$ cat src/rtl/ust_pkg.sv
package ust_pkg;

   localparam int UST_BUS_W  = 8;
   localparam int UST_ADDR_W = 3;

   typedef enum logic [UST_ADDR_W-1:0] {
      UST_A_CNT_LO  = 3'd0,
      UST_A_CNT_HLD = 3'd1,
      UST_A_CMP_LO  = 3'd2,
      UST_A_CMP_HI  = 3'd3,
      UST_A_CTRL    = 3'd4,
      UST_A_PEND    = 3'd5
   } ust_addr_e;

   // bit positions inside the enable and pending registers
   localparam int UST_SRC_INTV = 0;
   localparam int UST_SRC_TICK = 1;
   localparam int UST_NSRC     = 2;

   typedef logic [UST_NSRC-1:0] ust_src_t;

endpackage

$ cat src/rtl/ust_prescaler.sv
module ust_prescaler #(
   parameter int CLK_DIV        = 12,
   parameter bit USE_EXT_STROBE = 1'b0
) (
   input  logic clk,
   input  logic rst_n,
   input  logic us_en,
   output logic step
);

   localparam int DIV_W = (CLK_DIV > 1) ? $clog2(CLK_DIV) : 1;

   if (CLK_DIV < 1) begin : g_bad_div
      $error("ust_prescaler: CLK_DIV must be at least 1");
   end

   if (USE_EXT_STROBE) begin : g_ext
      assign step = us_en;
   end else if (CLK_DIV == 1) begin : g_pass
      assign step = us_en;
   end else begin : g_div
      localparam logic [DIV_W-1:0] LAST = DIV_W'(CLK_DIV - 1);
      logic [DIV_W-1:0] div_q;

      always_ff @(posedge clk) begin
         if (!rst_n) begin
            div_q <= '0;
         end else if (us_en) begin
            if (div_q == LAST) div_q <= '0;
            else               div_q <= div_q + DIV_W'(1);
         end
      end

      assign step = us_en && (div_q == LAST);

      AST_STEP_GAP: assert property (@(posedge clk) disable iff (!rst_n)
         step |=> !step);
   end

endmodule

$ cat src/rtl/ust_counter.sv
module ust_counter #(
   parameter int CNT_W    = 16,
   parameter int TICK_BIT = 10
) (
   input  logic             clk,
   input  logic             rst_n,
   input  logic             step,
   output logic [CNT_W-1:0] count,
   output logic [CNT_W-1:0] count_nxt,
   output logic             tick_evt
);

   if (TICK_BIT < 1 || TICK_BIT >= CNT_W) begin : g_bad_tick
      $error("ust_counter: TICK_BIT must lie in 1..CNT_W-1");
   end

   assign count_nxt = count + CNT_W'(1);

   // stepping to a multiple of 2**TICK_BIT toggles bit TICK_BIT
   assign tick_evt = step && (&count[TICK_BIT-1:0]);

   always_ff @(posedge clk) begin
      if (!rst_n)    count <= '0;
      else if (step) count <= count_nxt;
   end

   AST_COUNT_STEP: assert property (@(posedge clk) disable iff (!rst_n)
      step |=> (count == CNT_W'($past(count) + CNT_W'(1))));
   AST_COUNT_HOLD: assert property (@(posedge clk) disable iff (!rst_n)
      !step |=> $stable(count));

endmodule

$ cat src/rtl/ust_irq_unit.sv
module ust_irq_unit
   import ust_pkg::*;
#(
   parameter int CNT_W    = 16,
   parameter int TICK_BIT = 10
) (
   input  logic             clk,
   input  logic             rst_n,
   input  logic             step,
   input  logic [CNT_W-1:0] count,
   input  logic [CNT_W-1:0] count_nxt,
   input  logic             tick_evt,
   input  logic [CNT_W-1:0] cmp,
   input  ust_src_t         en,
   input  ust_src_t         clr,
   output ust_src_t         pend,
   output logic             irq_interval,
   output logic             irq_tick
);

   ust_src_t set_v;

   always_comb begin
      set_v               = '0;
      set_v[UST_SRC_INTV] = step && (count_nxt == cmp);
      set_v[UST_SRC_TICK] = tick_evt;
   end

   // set takes priority over a same-cycle clear
   for (genvar i = 0; i < UST_NSRC; i++) begin : g_src
      always_ff @(posedge clk) begin
         if (!rst_n)        pend[i] <= 1'b0;
         else if (set_v[i]) pend[i] <= 1'b1;
         else if (clr[i])   pend[i] <= 1'b0;
      end
   end

   assign irq_interval = pend[UST_SRC_INTV] & en[UST_SRC_INTV];
   assign irq_tick     = pend[UST_SRC_TICK] & en[UST_SRC_TICK];

   AST_INTV_AT_MATCH: assert property (@(posedge clk) disable iff (!rst_n)
      $rose(pend[UST_SRC_INTV]) |-> (count == $past(cmp)));
   AST_TICK_AT_BOUNDARY: assert property (@(posedge clk) disable iff (!rst_n)
      $rose(pend[UST_SRC_TICK]) |-> (count[TICK_BIT-1:0] == '0));
   AST_INTV_STICKY: assert property (@(posedge clk) disable iff (!rst_n)
      (pend[UST_SRC_INTV] && !clr[UST_SRC_INTV]) |=> pend[UST_SRC_INTV]);
   AST_TICK_STICKY: assert property (@(posedge clk) disable iff (!rst_n)
      (pend[UST_SRC_TICK] && !clr[UST_SRC_TICK]) |=> pend[UST_SRC_TICK]);

endmodule

$ cat src/rtl/ust_regs.sv
module ust_regs
   import ust_pkg::*;
#(
   parameter int CNT_W = 16
) (
   input  logic                  clk,
   input  logic                  rst_n,
   input  logic                  wr_en,
   input  logic [UST_ADDR_W-1:0] wr_addr,
   input  logic [UST_BUS_W-1:0]  wr_data,
   input  logic                  rd_en,
   input  logic [UST_ADDR_W-1:0] rd_addr,
   output logic [UST_BUS_W-1:0]  rd_data,
   input  logic [CNT_W-1:0]      count,
   input  ust_src_t              pend,
   output logic [CNT_W-1:0]      cmp,
   output ust_src_t              en,
   output ust_src_t              clr
);

   localparam int HI_W = CNT_W - UST_BUS_W;

   if (CNT_W != 2 * UST_BUS_W) begin : g_bad_width
      $error("ust_regs: CNT_W must be twice the bus width");
   end

   logic [UST_BUS_W-1:0] stage_q;
   logic [HI_W-1:0]      hold_q;

   wire wr_cmp_lo = wr_en && (wr_addr == UST_A_CMP_LO);
   wire wr_cmp_hi = wr_en && (wr_addr == UST_A_CMP_HI);
   wire wr_ctrl   = wr_en && (wr_addr == UST_A_CTRL);
   wire wr_pend   = wr_en && (wr_addr == UST_A_PEND);
   wire rd_lo     = rd_en && (rd_addr == UST_A_CNT_LO);

   always_ff @(posedge clk) begin
      if (!rst_n) begin
         stage_q <= '0;
         cmp     <= '1;
         en      <= '0;
         hold_q  <= '0;
      end else begin
         if (wr_cmp_lo) stage_q <= wr_data;
         if (wr_cmp_hi) cmp     <= {wr_data, stage_q};
         if (wr_ctrl)   en      <= wr_data[UST_NSRC-1:0];
         if (rd_lo)     hold_q  <= count[CNT_W-1:UST_BUS_W];
      end
   end

   assign clr = wr_pend ? wr_data[UST_NSRC-1:0] : '0;

   always_comb begin
      rd_data = '0;
      case (rd_addr)
         UST_A_CNT_LO:  rd_data = count[UST_BUS_W-1:0];
         UST_A_CNT_HLD: rd_data = hold_q;
         UST_A_CMP_LO:  rd_data = cmp[UST_BUS_W-1:0];
         UST_A_CMP_HI:  rd_data = cmp[CNT_W-1:UST_BUS_W];
         UST_A_CTRL:    rd_data = UST_BUS_W'(en);
         UST_A_PEND:    rd_data = UST_BUS_W'(pend);
         default:       rd_data = '0;
      endcase
   end

   AST_HOLD_STABLE: assert property (@(posedge clk) disable iff (!rst_n)
      !rd_lo |=> $stable(hold_q));
   AST_STAGE_ONLY: assert property (@(posedge clk) disable iff (!rst_n)
      (wr_cmp_lo && !wr_cmp_hi) |=> $stable(cmp));

endmodule

$ cat src/rtl/usec_interval_timer.sv
module usec_interval_timer
   import ust_pkg::*;
#(
   parameter int CNT_W          = 16,
   parameter int TICK_BIT       = 10,
   parameter int CLK_DIV        = 12,
   parameter bit USE_EXT_STROBE = 1'b0
) (
   input  logic                  clk,
   input  logic                  rst_n,
   input  logic                  us_en,
   input  logic                  wr_en,
   input  logic [UST_ADDR_W-1:0] wr_addr,
   input  logic [UST_BUS_W-1:0]  wr_data,
   input  logic                  rd_en,
   input  logic [UST_ADDR_W-1:0] rd_addr,
   output logic [UST_BUS_W-1:0]  rd_data,
   output logic                  irq_interval,
   output logic                  irq_tick
);

   logic             step;
   logic             tick_evt;
   logic [CNT_W-1:0] count;
   logic [CNT_W-1:0] count_nxt;
   logic [CNT_W-1:0] cmp;
   ust_src_t         en;
   ust_src_t         clr;
   ust_src_t         pend;

   ust_prescaler #(
      .CLK_DIV        (CLK_DIV),
      .USE_EXT_STROBE (USE_EXT_STROBE)
   ) u_presc (
      .clk   (clk),
      .rst_n (rst_n),
      .us_en (us_en),
      .step  (step)
   );

   ust_counter #(
      .CNT_W    (CNT_W),
      .TICK_BIT (TICK_BIT)
   ) u_cnt (
      .clk       (clk),
      .rst_n     (rst_n),
      .step      (step),
      .count     (count),
      .count_nxt (count_nxt),
      .tick_evt  (tick_evt)
   );

   ust_irq_unit #(
      .CNT_W    (CNT_W),
      .TICK_BIT (TICK_BIT)
   ) u_irq (
      .clk          (clk),
      .rst_n        (rst_n),
      .step         (step),
      .count        (count),
      .count_nxt    (count_nxt),
      .tick_evt     (tick_evt),
      .cmp          (cmp),
      .en           (en),
      .clr          (clr),
      .pend         (pend),
      .irq_interval (irq_interval),
      .irq_tick     (irq_tick)
   );

   ust_regs #(
      .CNT_W (CNT_W)
   ) u_regs (
      .clk     (clk),
      .rst_n   (rst_n),
      .wr_en   (wr_en),
      .wr_addr (wr_addr),
      .wr_data (wr_data),
      .rd_en   (rd_en),
      .rd_addr (rd_addr),
      .rd_data (rd_data),
      .count   (count),
      .pend    (pend),
      .cmp     (cmp),
      .en      (en),
      .clr     (clr)
   );

   AST_IRQ_NEEDS_EN: assert property (@(posedge clk) disable iff (!rst_n)
      (wr_en && wr_addr == UST_A_CTRL && wr_data[UST_SRC_INTV] == 1'b0)
         |=> !irq_interval);

endmodule

$ cat config.mk
export PLATFORM = sky130hd
export DESIGN_NAME = usec_interval_timer
export DESIGN_NICKNAME = d
export VERILOG_FILES = /design/src/rtl/ust_pkg.sv /design/src/rtl/ust_prescaler.sv /design/src/rtl/ust_counter.sv /design/src/rtl/ust_irq_unit.sv /design/src/rtl/ust_regs.sv /design/src/rtl/usec_interval_timer.sv
export SDC_FILE = /design/constraint.sdc
export NUM_CORES = 1
export LEC_CHECK = 0
export ABC_AREA = 1
export BUFFER_PORTS_ARGS = -buffer_cell sky130_fd_sc_hd__buf_2
export CAP_MARGIN = 20
export CORE_MARGIN = 3
export CORE_UTILIZATION = 30
export DETAILED_ROUTE_END_ITERATION = 7
export PLACE_DENSITY = 0.45
export SLEW_MARGIN = 20
export SYNTH_ARGS = -nofsm -noshare
export SYNTH_HDL_FRONTEND = slang
export SYNTH_HIERARCHICAL = 1
export SYNTH_SLANG_ARGS = --single-unit
$ cat constraint.sdc
create_clock -name clk -period 1.9 [get_ports clk]
set_input_delay 0.285 -clock clk [delete_from_list [all_inputs] [get_ports clk]]
set_output_delay 0.285 -clock clk [all_outputs]
set_load 0.005 [all_outputs]
==> run metrics, run 1 <==
result of the run=completed; cell with the biggest individual delay on the critical path=dfxtp_4; standard-cell rows=37; drt first pass iters=5; number of placed I/O pins=29; Post-synth EDFFs=0; net count reported at finish=576; CTS Buffer Depth=2; number of buffers created by CTS=5; clock latency on the worst-skew pair=0.31 ns; Async S/R FF share, synth=0%; type of destination of the critical path=flip-flop; number of vias per cell after detailed routing=4.806; global placement routability congestion=0.8528; nets in the synthesized netlist=539; clock slew at the register clock pins of the worst setup and hold paths=0.11 ns; number of register bits inferred by synthesis=56; critical path start-end classification=reg -> reg; number of endpoints with negative hold slack in the final report=0; Crit path required time=2.15 ns; type of origin of the critical path=flip-flop; fillers=1135; average cell area after synthesis=6.432 um^2; Slew @ Worst Pin=0.5320 ns; Cells after Synth=518; max frequency=548.1 MHz; area of all placed cells without fillers=3931 um^2; Layout Area Growth over Synthesis=17.99%; aggregate global routing overflow=0; count of inserted antenna diode cells=0; final max-slew violation count=0; maximum level of the CTS H-tree=2; largest area contributor in the netlist=dfxtp_1; sequential area share after synthesis=33.65%; largest fanout on the critical path=3; routed len/inst=14.38 um; RSZ-0062 raised after global routing=yes; summed instance area of the synthesized netlist=3332 um^2; Cell variety after synth=28; instance area after placement=3697 um^2; fraction of final layout cells sized beyond drive strength 1=18.17%; cell chain of the critical path=buf_4 -> nand3_4 -> nor2_4 -> buf_4 -> nand3_1 -> nand2_1 -> nand2_2 -> nand2_1 -> nand4_1 -> nor2_1 -> nand3_2 -> a21oi_2; GR Util All Layers=15.80%; area inside the core boundary=10560 um^2; drt initial violations=214; clock skew=0.004137 ns; initial antenna violation count=0; vertical die dimension=111.4 um; count of input and output buffers=28; Arr. time, crit path=2.07 ns; number of placed instances, taps included=679; buffer type at the clock tree root=clkbuf_8; Vias=3326; ratio of final minimum period to clock period=96.02%; power density over the cells=577.8 nW/um^2; hpwl dp=7504 um; number of DRC violations after detailed routing=0; number of setup violations in the final report=0; register area=1135 um^2; vias in the first global route=3044; post-route core utilization=37.25%; global-route wire length before repair=16110 um; total die area=12410 um^2; most frequently used flop master after synthesis=dfxtp_1; number of buffers and inverters on the critical path=2; proportion of netlist area held by the largest area contributor=33.65%; clock period minus worst slack=1.824 ns; Routed Antenna Nets=0; Hold-fix buffers, CTS=0; TritonCTS Sinks=56; area used by multi-input combinational logic=1869 um^2; effective utilization at floorplan=31.57%; maximum capacitance violations=0; fin worst setup slack=0.07563 ns; clock tree from TritonCTS=built; Yosys warning total=6; largest net degree at the start of global routing=34; worst vdd ir=0.0003058 V; LEAKAGE=1.913 nW; peak per-stage delay on the critical path=0.38 ns; path class of the lowest-slack min-delay path=in -> reg; top area cells in the synthesized netlist=dfxtp_1 (34%), nand2_1 (16%), nand4_1 (8.8%), inv_1 (8.4%), nor2_1 (7.0%); tightest slew margin relative to the limit=64.41%; setup TNS=0 ns; overall die width=111.4 um; post-route insts no fill=692; CP top delay family=simple AND/OR/NAND/NOR gates; worst slack after detailed placement=0.06942 ns; total length of routed wires=9954 um
## repair_timing
item,in CTS,in global routing
endpoints found under the setup margin,0,1
setup buffers,0,5
resized for setup,0,23
## stage by stage
stage,hold slack [ns],power [W]
floorplan,0.3982,0.001383
global placement,0.4494,0.001480
detailed placement,0.4558,0.001484
CTS,0.1841,0.002307
global route,0.1943,0.002377
finish,0.1924,0.002272
## cells in the mapped netlist (7+ instances only)
cell type,n
o21ai_1,7
a21oi_1,12
nand3_1,44
nand2_1,139
inv_1,75
nor2_1,62
dfxtp_1,56
clkbuf_1,8
a21boi_0,10
nand4_1,47
xor2_1,7
buf_2,7
## layout by cell type, fill, tap and decap left out, types with 5 or more instances in the layout
cell      netlist  final
nand2_1       139    136
inv_1          75     75
nor2_1         62     58
dfxtp_1        56     49
nand4_1        47     47
nand3_1        44     43
buf_2           7     28
buf_4           2     18
a21oi_1        12     12
a21boi_0       10     10
nor2_2          4      8
o21ai_1         7      7
nand2_2         4      6
xor2_1          7      6
o21ai_0         6      6
clkbuf_8        0      5
nor2_4          5      5
dfxtp_2         0      5
xnor2_1         5      5
inv_2           5      5
## power breakdown
group	switching [W]	internal, W	total (W)
clock network	0.000421	0.000398	0.000819
logic	0.000150	0.0000845	0.000234
registers	0.0000243	0.00119	0.00122
## metal layers
metal | routed length (um) | GRT usage (%) | vias to the layer above
li1 | - | - | 1723
met1 | 4851 | 22.84 | 1521
met2 | 4549 | 25.61 | 75
met3 | 478 | 2.065 | 7
met4 | 74 | 2.595 | 0
met5 | 0 | 0 | -
## final cells by class
class,count,area share [%]
timing repair buffer,49,8.530
clock inverter,3,1.209
tap,136,4.328
inverter,81,7.766
multi-input combinational,362,47.55
sequential,56,28.87
clock buffer,5,1.750
## final timing paths
check / to / slack, ns / startpoint / cells past startpoint
worst min-delay path: u_regs/cmp[14] / 0.19 / wr_data[6] / 3
worst max-delay path: u_irq/pend[0] / 0.08 / u_cnt/count[1] / 12
worst max register to register: u_irq/pend[0] / 0.08 / u_cnt/count[1] / 12
worst min register to register: u_regs/cmp[1] / 0.48 / u_regs/stage_q[1] / 2
## kinds of logic (layout without fill, tap and decap cells)
logic type	Yosys count	after routing	synth area share (%)
AO/OA/AOI/OAI	37	37	6.534
XOR/XNOR	13	13	3.643
adder cells (fa/ha/maj)	2	2	0.7509
buffers and inverters	100	138	12.24
flip-flops	56	56	33.65
AND/OR/NAND/NOR	310	310	43.18
## flip-flops by register name, indices dropped and copies added (netlist names)
signal / count
u_regs/cmp: 16
u_cnt/count: 16
u_regs/stage_q: 8
u_regs/hold_q: 8
u_regs/en: 2
u_presc/g_div.div_q: 4
u_irq/pend: 2
## worst reg2reg max path, cell delays in order, from the launching register on
cell and delay, ns:
dfxtp_4 0.38, buf_4 0.13, nand3_4 0.12, nor2_4 0.21, buf_4 0.14, nand3_1 0.05
nand2_1 0.10, nand2_2 0.08, nand2_1 0.07, nand4_1 0.12, nor2_1 0.15, nand3_2 0.09
a21oi_2 0.13
No activity file was read; power rests on OpenSTA's default activity.
==> run 2: changes to the inputs <==
clock period = 1.8 ns   (was 1.9 ns; I/O delays follow)
==> run metrics, run 2 (synthesized netlist as in run 1, its figures left out) <==
routed len/inst=14.36 um (-0.15%); global placement routability congestion=0.8420 (-1.3%); drt initial violations=168 (-21%); Arr. time, crit path=2.03 ns (-0.04 ns); clock tree from TritonCTS=built; final max-slew violation count=0 (unchanged); drt first pass iters=4 (-1); area inside the core boundary=10560 um^2 (unchanged); instance area after placement=3730 um^2 (+0.88%); clock latency on the worst-skew pair=0.32 ns (about the same); clock slew at the register clock pins of the worst setup and hold paths=0.11 ns (about the same); standard-cell rows=37 (unchanged); Layout Area Growth over Synthesis=15.73%; worst slack after detailed placement=0.01061 ns (-0.05881 ns); aggregate global routing overflow=0 (unchanged); count of input and output buffers=28 (unchanged); ratio of final minimum period to clock period=97.70% (+1.7 points); total length of routed wires=9953 um (about the same); count of inserted antenna diode cells=0 (unchanged); overall die width=111.4 um (unchanged); fraction of final layout cells sized beyond drive strength 1=16.88% (-1.3 points); largest fanout on the critical path=3 (unchanged); vias in the first global route=3224 (+5.9%); RSZ-0062 raised after global routing=yes; maximum capacitance violations=0 (unchanged); TritonCTS Sinks=56 (unchanged); number of placed I/O pins=29 (unchanged); type of origin of the critical path=flip-flop; total die area=12410 um^2 (unchanged); Routed Antenna Nets=0 (unchanged); power density over the cells=589.1 nW/um^2 (+2.0%); effective utilization at floorplan=31.57% (unchanged); number of setup violations in the final report=0 (unchanged); area of all placed cells without fillers=3856 um^2 (-1.9%); number of endpoints with negative hold slack in the final report=0 (unchanged); path class of the lowest-slack min-delay path=in -> reg; Vias=3313 (-0.39%); fin worst setup slack=0.04141 ns (-0.03422 ns); critical path start-end classification=reg -> reg; fillers=1164 (+2.6%); worst vdd ir=0.0002980 V (-2.5%); LEAKAGE=1.881 nW (-1.6%); result of the run=completed; Register-to-Register Path Depth=14 (+2); Hold Path Stages=3 (unchanged); largest net degree at the start of global routing=34 (unchanged); commonest cells after routing, fill and taps aside=nand2_1 (138), inv_1 (75), nor2_1 (61); clock period minus worst slack=1.759 ns (-0.06578 ns); type of destination of the critical path=flip-flop; tightest slew margin relative to the limit=66.42% (+2.0 points); most common cell after layout, fill and taps aside=nand2_1; number of vias per cell after detailed routing=4.781 (-0.53%); Slew @ Worst Pin=0.5019 ns (-0.03009 ns); Largest regs=u_cnt/count (16), u_regs/cmp (16); net count reported at finish=577 (+0.17%); vertical die dimension=111.4 um (unchanged); buffer type at the clock tree root=clkbuf_8; hpwl dp=7612 um (+1.4%); number of buffers created by CTS=5 (unchanged); CTS Buffer Depth=2 (unchanged); clock skew=0.005005 ns (+0.0008681 ns); Crit path required time=2.07 ns (-0.08 ns); number of DRC violations after detailed routing=0 (unchanged); Hold Slack=0.1690 ns (-0.02343 ns); max frequency=568.6 MHz (+3.7%); global-route wire length before repair=16350 um (+1.5%); maximum level of the CTS H-tree=2 (unchanged); GR Util All Layers=16.23% (+0.43 points); initial antenna violation count=0 (unchanged)
[run 2: cell type report]
class	instances	area, um^2	area share [%]
tap	136	170.2	4.413
clock buffer	5	68.82	1.785
inverter	81	305.3	7.917
multi-input combinational	362	1832	47.50
sequential	56	1129	29.27
timing repair buffer	50	330.3	8.566
clock inverter	3	21.27	0.5516
[run 2: final timing paths]
| check | startpoint | endpoint | slack, ns |
|---|---|---|---|
| min reg2reg | u_regs/stage_q[3] | u_regs/cmp[3] | 0.47 |
| max | u_cnt/count[0] | u_irq/pend[0] | 0.04 |
| min | wr_data[6] | u_regs/cmp[14] | 0.17 |
| max reg2reg | u_cnt/count[0] | u_irq/pend[0] | 0.04 |
[run 2: per-stage QoR]
step	power, W	util [%]	std cells	TNS (ns)
after detailed placement	0.001564	35.34	685	0
final	0.002272	36.53	693	0
after global placement	0.001563	35.34	685	0
after CTS	0.002306	36.21	693	0
after floorplan	0.001460	-	518	0
after global routing	0.002379	36.53	693	-0.1586
[run 2: timing repair]
| action | 4_1_cts | 5_1_grt |
|---|---|---|
| gates resized for setup | 1 | 10 |
| pin swaps | 0 | 5 |
| hold buffers | 0 | 0 |
| setup buffers | 0 | 0 |
| setup endpoints to repair | 1 | 1 |
[run 2: layer usage]
layer  vias up  GRT usage, %  wire, um
li1       1724             -         -
met1      1519         23.10      5046
met2        59         25.65      4426
met3        11         2.935       356
met4         0         3.731       123
met5         -             0         0
[run 2: worst max-delay path: stages (launching register included)]
cell	delay, ns
dfxtp_2	0.37
ha_4	0.16
nand2_2	0.07
nor2_4	0.16
nand2_4	0.07
nor2_4	0.10
xor2_1	0.19
inv_1	0.06
nand2_1	0.05
nand2_1	0.04
nor2_1	0.08
nand2_1	0.05
nor2_1	0.09
nand3_1	0.09
a21oi_2	0.11
[run 2: power by group]
group | internal [W] | switching [W]
logic | 0.0000866 | 0.000158
registers | 0.00126 | 0.0000267
clock network | 0.000278 | 0.000458
total | 0.00163 | 0.000644
==> run 3: changes to the inputs <==
BUFFER_PORTS_ARGS = -buffer_cell sky130_fd_sc_hd__buf_4   (was -buffer_cell sky130_fd_sc_hd__buf_2)
==> run metrics, run 3 (synthesized netlist as in run 1, its figures left out) <==
clock tree from TritonCTS=built; overall die width=111.4 um (unchanged); maximum capacitance violations=0 (unchanged); max frequency=568.9 MHz (about the same); buffer type at the clock tree root=clkbuf_8; type of destination of the critical path=flip-flop; number of setup violations in the final report=0 (unchanged); ratio of final minimum period to clock period=97.66% (about the same); total die area=12410 um^2 (unchanged); Slew @ Worst Pin=0.4986 ns (-0.003301 ns); Routed Antenna Nets=0 (unchanged); CTS Buffer Depth=2 (unchanged); net count reported at finish=582 (+0.87%); total length of routed wires=9929 um (-0.24%); global-route wire length before repair=16330 um (-0.17%); reg-to-reg critical path startpoint=u_cnt/count[0]; path class of the lowest-slack min-delay path=in -> reg; drt first pass iters=4 (unchanged); final max-slew violation count=0 (unchanged); clock slew at the register clock pins of the worst setup and hold paths=0.11 ns (about the same); register area=1140 um^2 (+1.0%); power density over the cells=594.6 nW/um^2 (+0.93%); area inside the core boundary=10560 um^2 (unchanged); number of placed instances, taps included=688 (+0.44%); largest net degree at the start of global routing=34 (unchanged); clock latency on the worst-skew pair=0.32 ns (about the same); type of origin of the critical path=flip-flop; fillers=1168 (+0.34%); commonest cells after routing, fill and taps aside=nand2_1 (136), inv_1 (75), nor2_1 (60); critical path start-end classification=reg -> reg; global placement routability congestion=0.8991 (+6.8%); number of placed I/O pins=29 (unchanged); number of buffers created by CTS=5 (unchanged); endpoint of the most critical register-to-register path=u_irq/pend[0]; Vias=3345 (+0.97%); Hold-fix buffers, CTS=0 (unchanged); vias in the first global route=3066 (-4.9%); fraction of final layout cells sized beyond drive strength 1=19.57% (+2.7 points); drt initial violations=215 (+28%); count of input and output buffers=28 (unchanged); tightest slew margin relative to the limit=66.73% (+0.31 points); area used by multi-input combinational logic=1881 um^2 (+2.7%); Register-to-Register Setup Slack=0.04 ns (about the same); count of inserted antenna diode cells=0 (unchanged); Register-to-Register Path Depth=14 (unchanged); effective utilization at floorplan=31.57% (unchanged); vertical die dimension=111.4 um (unchanged); Arr. time, crit path=2.01 ns (-0.02 ns); aggregate global routing overflow=0 (unchanged); maximum level of the CTS H-tree=2 (unchanged); result of the run=completed; crit path to=u_irq/pend[0]; RSZ-0062 raised after global routing=yes; GR Util All Layers=16.13% (-0.10 points); number of endpoints with negative hold slack in the final report=0 (unchanged); Worst Setup SP=u_cnt/count[0]; worst vdd ir=0.0003042 V (+2.1%); largest fanout on the critical path=4 (+1); number of DRC violations after detailed routing=0 (unchanged); standard-cell rows=37 (unchanged); post-route insts no fill=698 (+0.72%); TritonCTS Sinks=56 (unchanged); Layout Area Growth over Synthesis=21.14%; routed len/inst=14.22 um (-0.96%); Largest regs=u_cnt/count (16), u_regs/cmp (16); Crit path required time=2.06 ns (about the same); hpwl dp=7599 um (-0.18%); most common cell after layout, fill and taps aside=nand2_1; number of vias per cell after detailed routing=4.792 (+0.24%); clock period minus worst slack=1.758 ns (-0.0007483 ns); clock skew=0.007676 ns (+0.002671 ns); LEAKAGE=1.938 nW (+3.0%); post-route core utilization=38.24% (+1.7 points); initial antenna violation count=0 (unchanged)
==> run 3: cell types whose count changed in the layout (fill, tap and decap cells not counted), moves of 3 or more <==
cell | previous run | this run
xor2_1 | 7 | 4
dfxtp_1 | 50 | 45
xor2_2 | 0 | 4
dfxtp_2 | 6 | 9
buf_4 | 20 | 53
buf_2 | 28 | 0
==> run 3: per-stage QoR <==
stage	setup WS (ns)	total power, W	TNS [ns]	hold WS (ns)	instance area (um^2)
after global placement	0.03835	0.001576	0	0.4381	3810
after detailed placement	-0.01805	0.001576	-0.01805	0.4487	3810
after floorplan	0.06762	0.001460	0	0.3832	3332
final	0.04216	0.002400	0	0.1665	4036
after CTS	0.002744	0.002440	0	0.1494	3929
after global routing	-0.09604	0.002516	-0.09604	0.1591	4036
==> run 3: final cells by class <==
cell class | instances | share of cell area [%]
Inverter | 81 | 7.564
Clock buffer | 6 | 1.798
Timing Repair Buffer | 55 | 10.63
Multi-Input combinational cell | 362 | 46.59
Clock inverter | 2 | 0.9609
Tap cell | 136 | 4.216
Sequential cell | 56 | 28.24
==> run 3: routing by layer <==
layer	vias up	track usage [%]	part of all wire [%]
met2	64	25.25	45
met3	15	2.609	3.8
met4	0	3.406	2.0
met5	-	0	0
met1	1526	23.45	50
li1	1740	-	-
==> run 3: worst min path at each step <==
stage / start / to / slack (ns) / depth (start not counted)
2_1_floorplan: wr_data[2] / u_regs/cmp[10] / 0.38 / 2
3_3_place_gp: u_regs/stage_q[2] / u_regs/cmp[2] / 0.44 / 2
3_5_place_dp: u_regs/stage_q[6] / u_regs/cmp[6] / 0.45 / 2
4_1_cts: wr_data[6] / u_regs/cmp[14] / 0.15 / 3
5_1_grt: wr_data[2] / u_regs/cmp[10] / 0.16 / 3
6_report: wr_data[6] / u_regs/cmp[14] / 0.17 / 3
==> run 3: what timing repair did <==
action	in CTS	in global routing
gates cloned	0	0
pin swaps	1	6
buffers inserted	0	2
endpoints found under the setup margin	1	1
gates resized for setup	3	26
==> run 3: report_power, final <==
part | switching, W | total (W) | internal [W]
sequential | 0.0000270 | 0.00129 | 0.00126
clock | 0.000435 | 0.000856 | 0.000422
combinational | 0.000155 | 0.000256 | 0.000101
==> run 3: critical path, stage by stage, from the launching register on <==
cell	delay, ns
dfxtp_4	0.39
ha_4	0.14
nand2_2	0.06
nor2_4	0.12
nand2_4	0.07
nor2_4	0.13
xor2_2	0.16
inv_1	0.05
nand2_1	0.05
nand2_1	0.04
nor2_1	0.10
nand2_1	0.05
nor2_1	0.08
nand3_1	0.10
a21oi_2	0.14
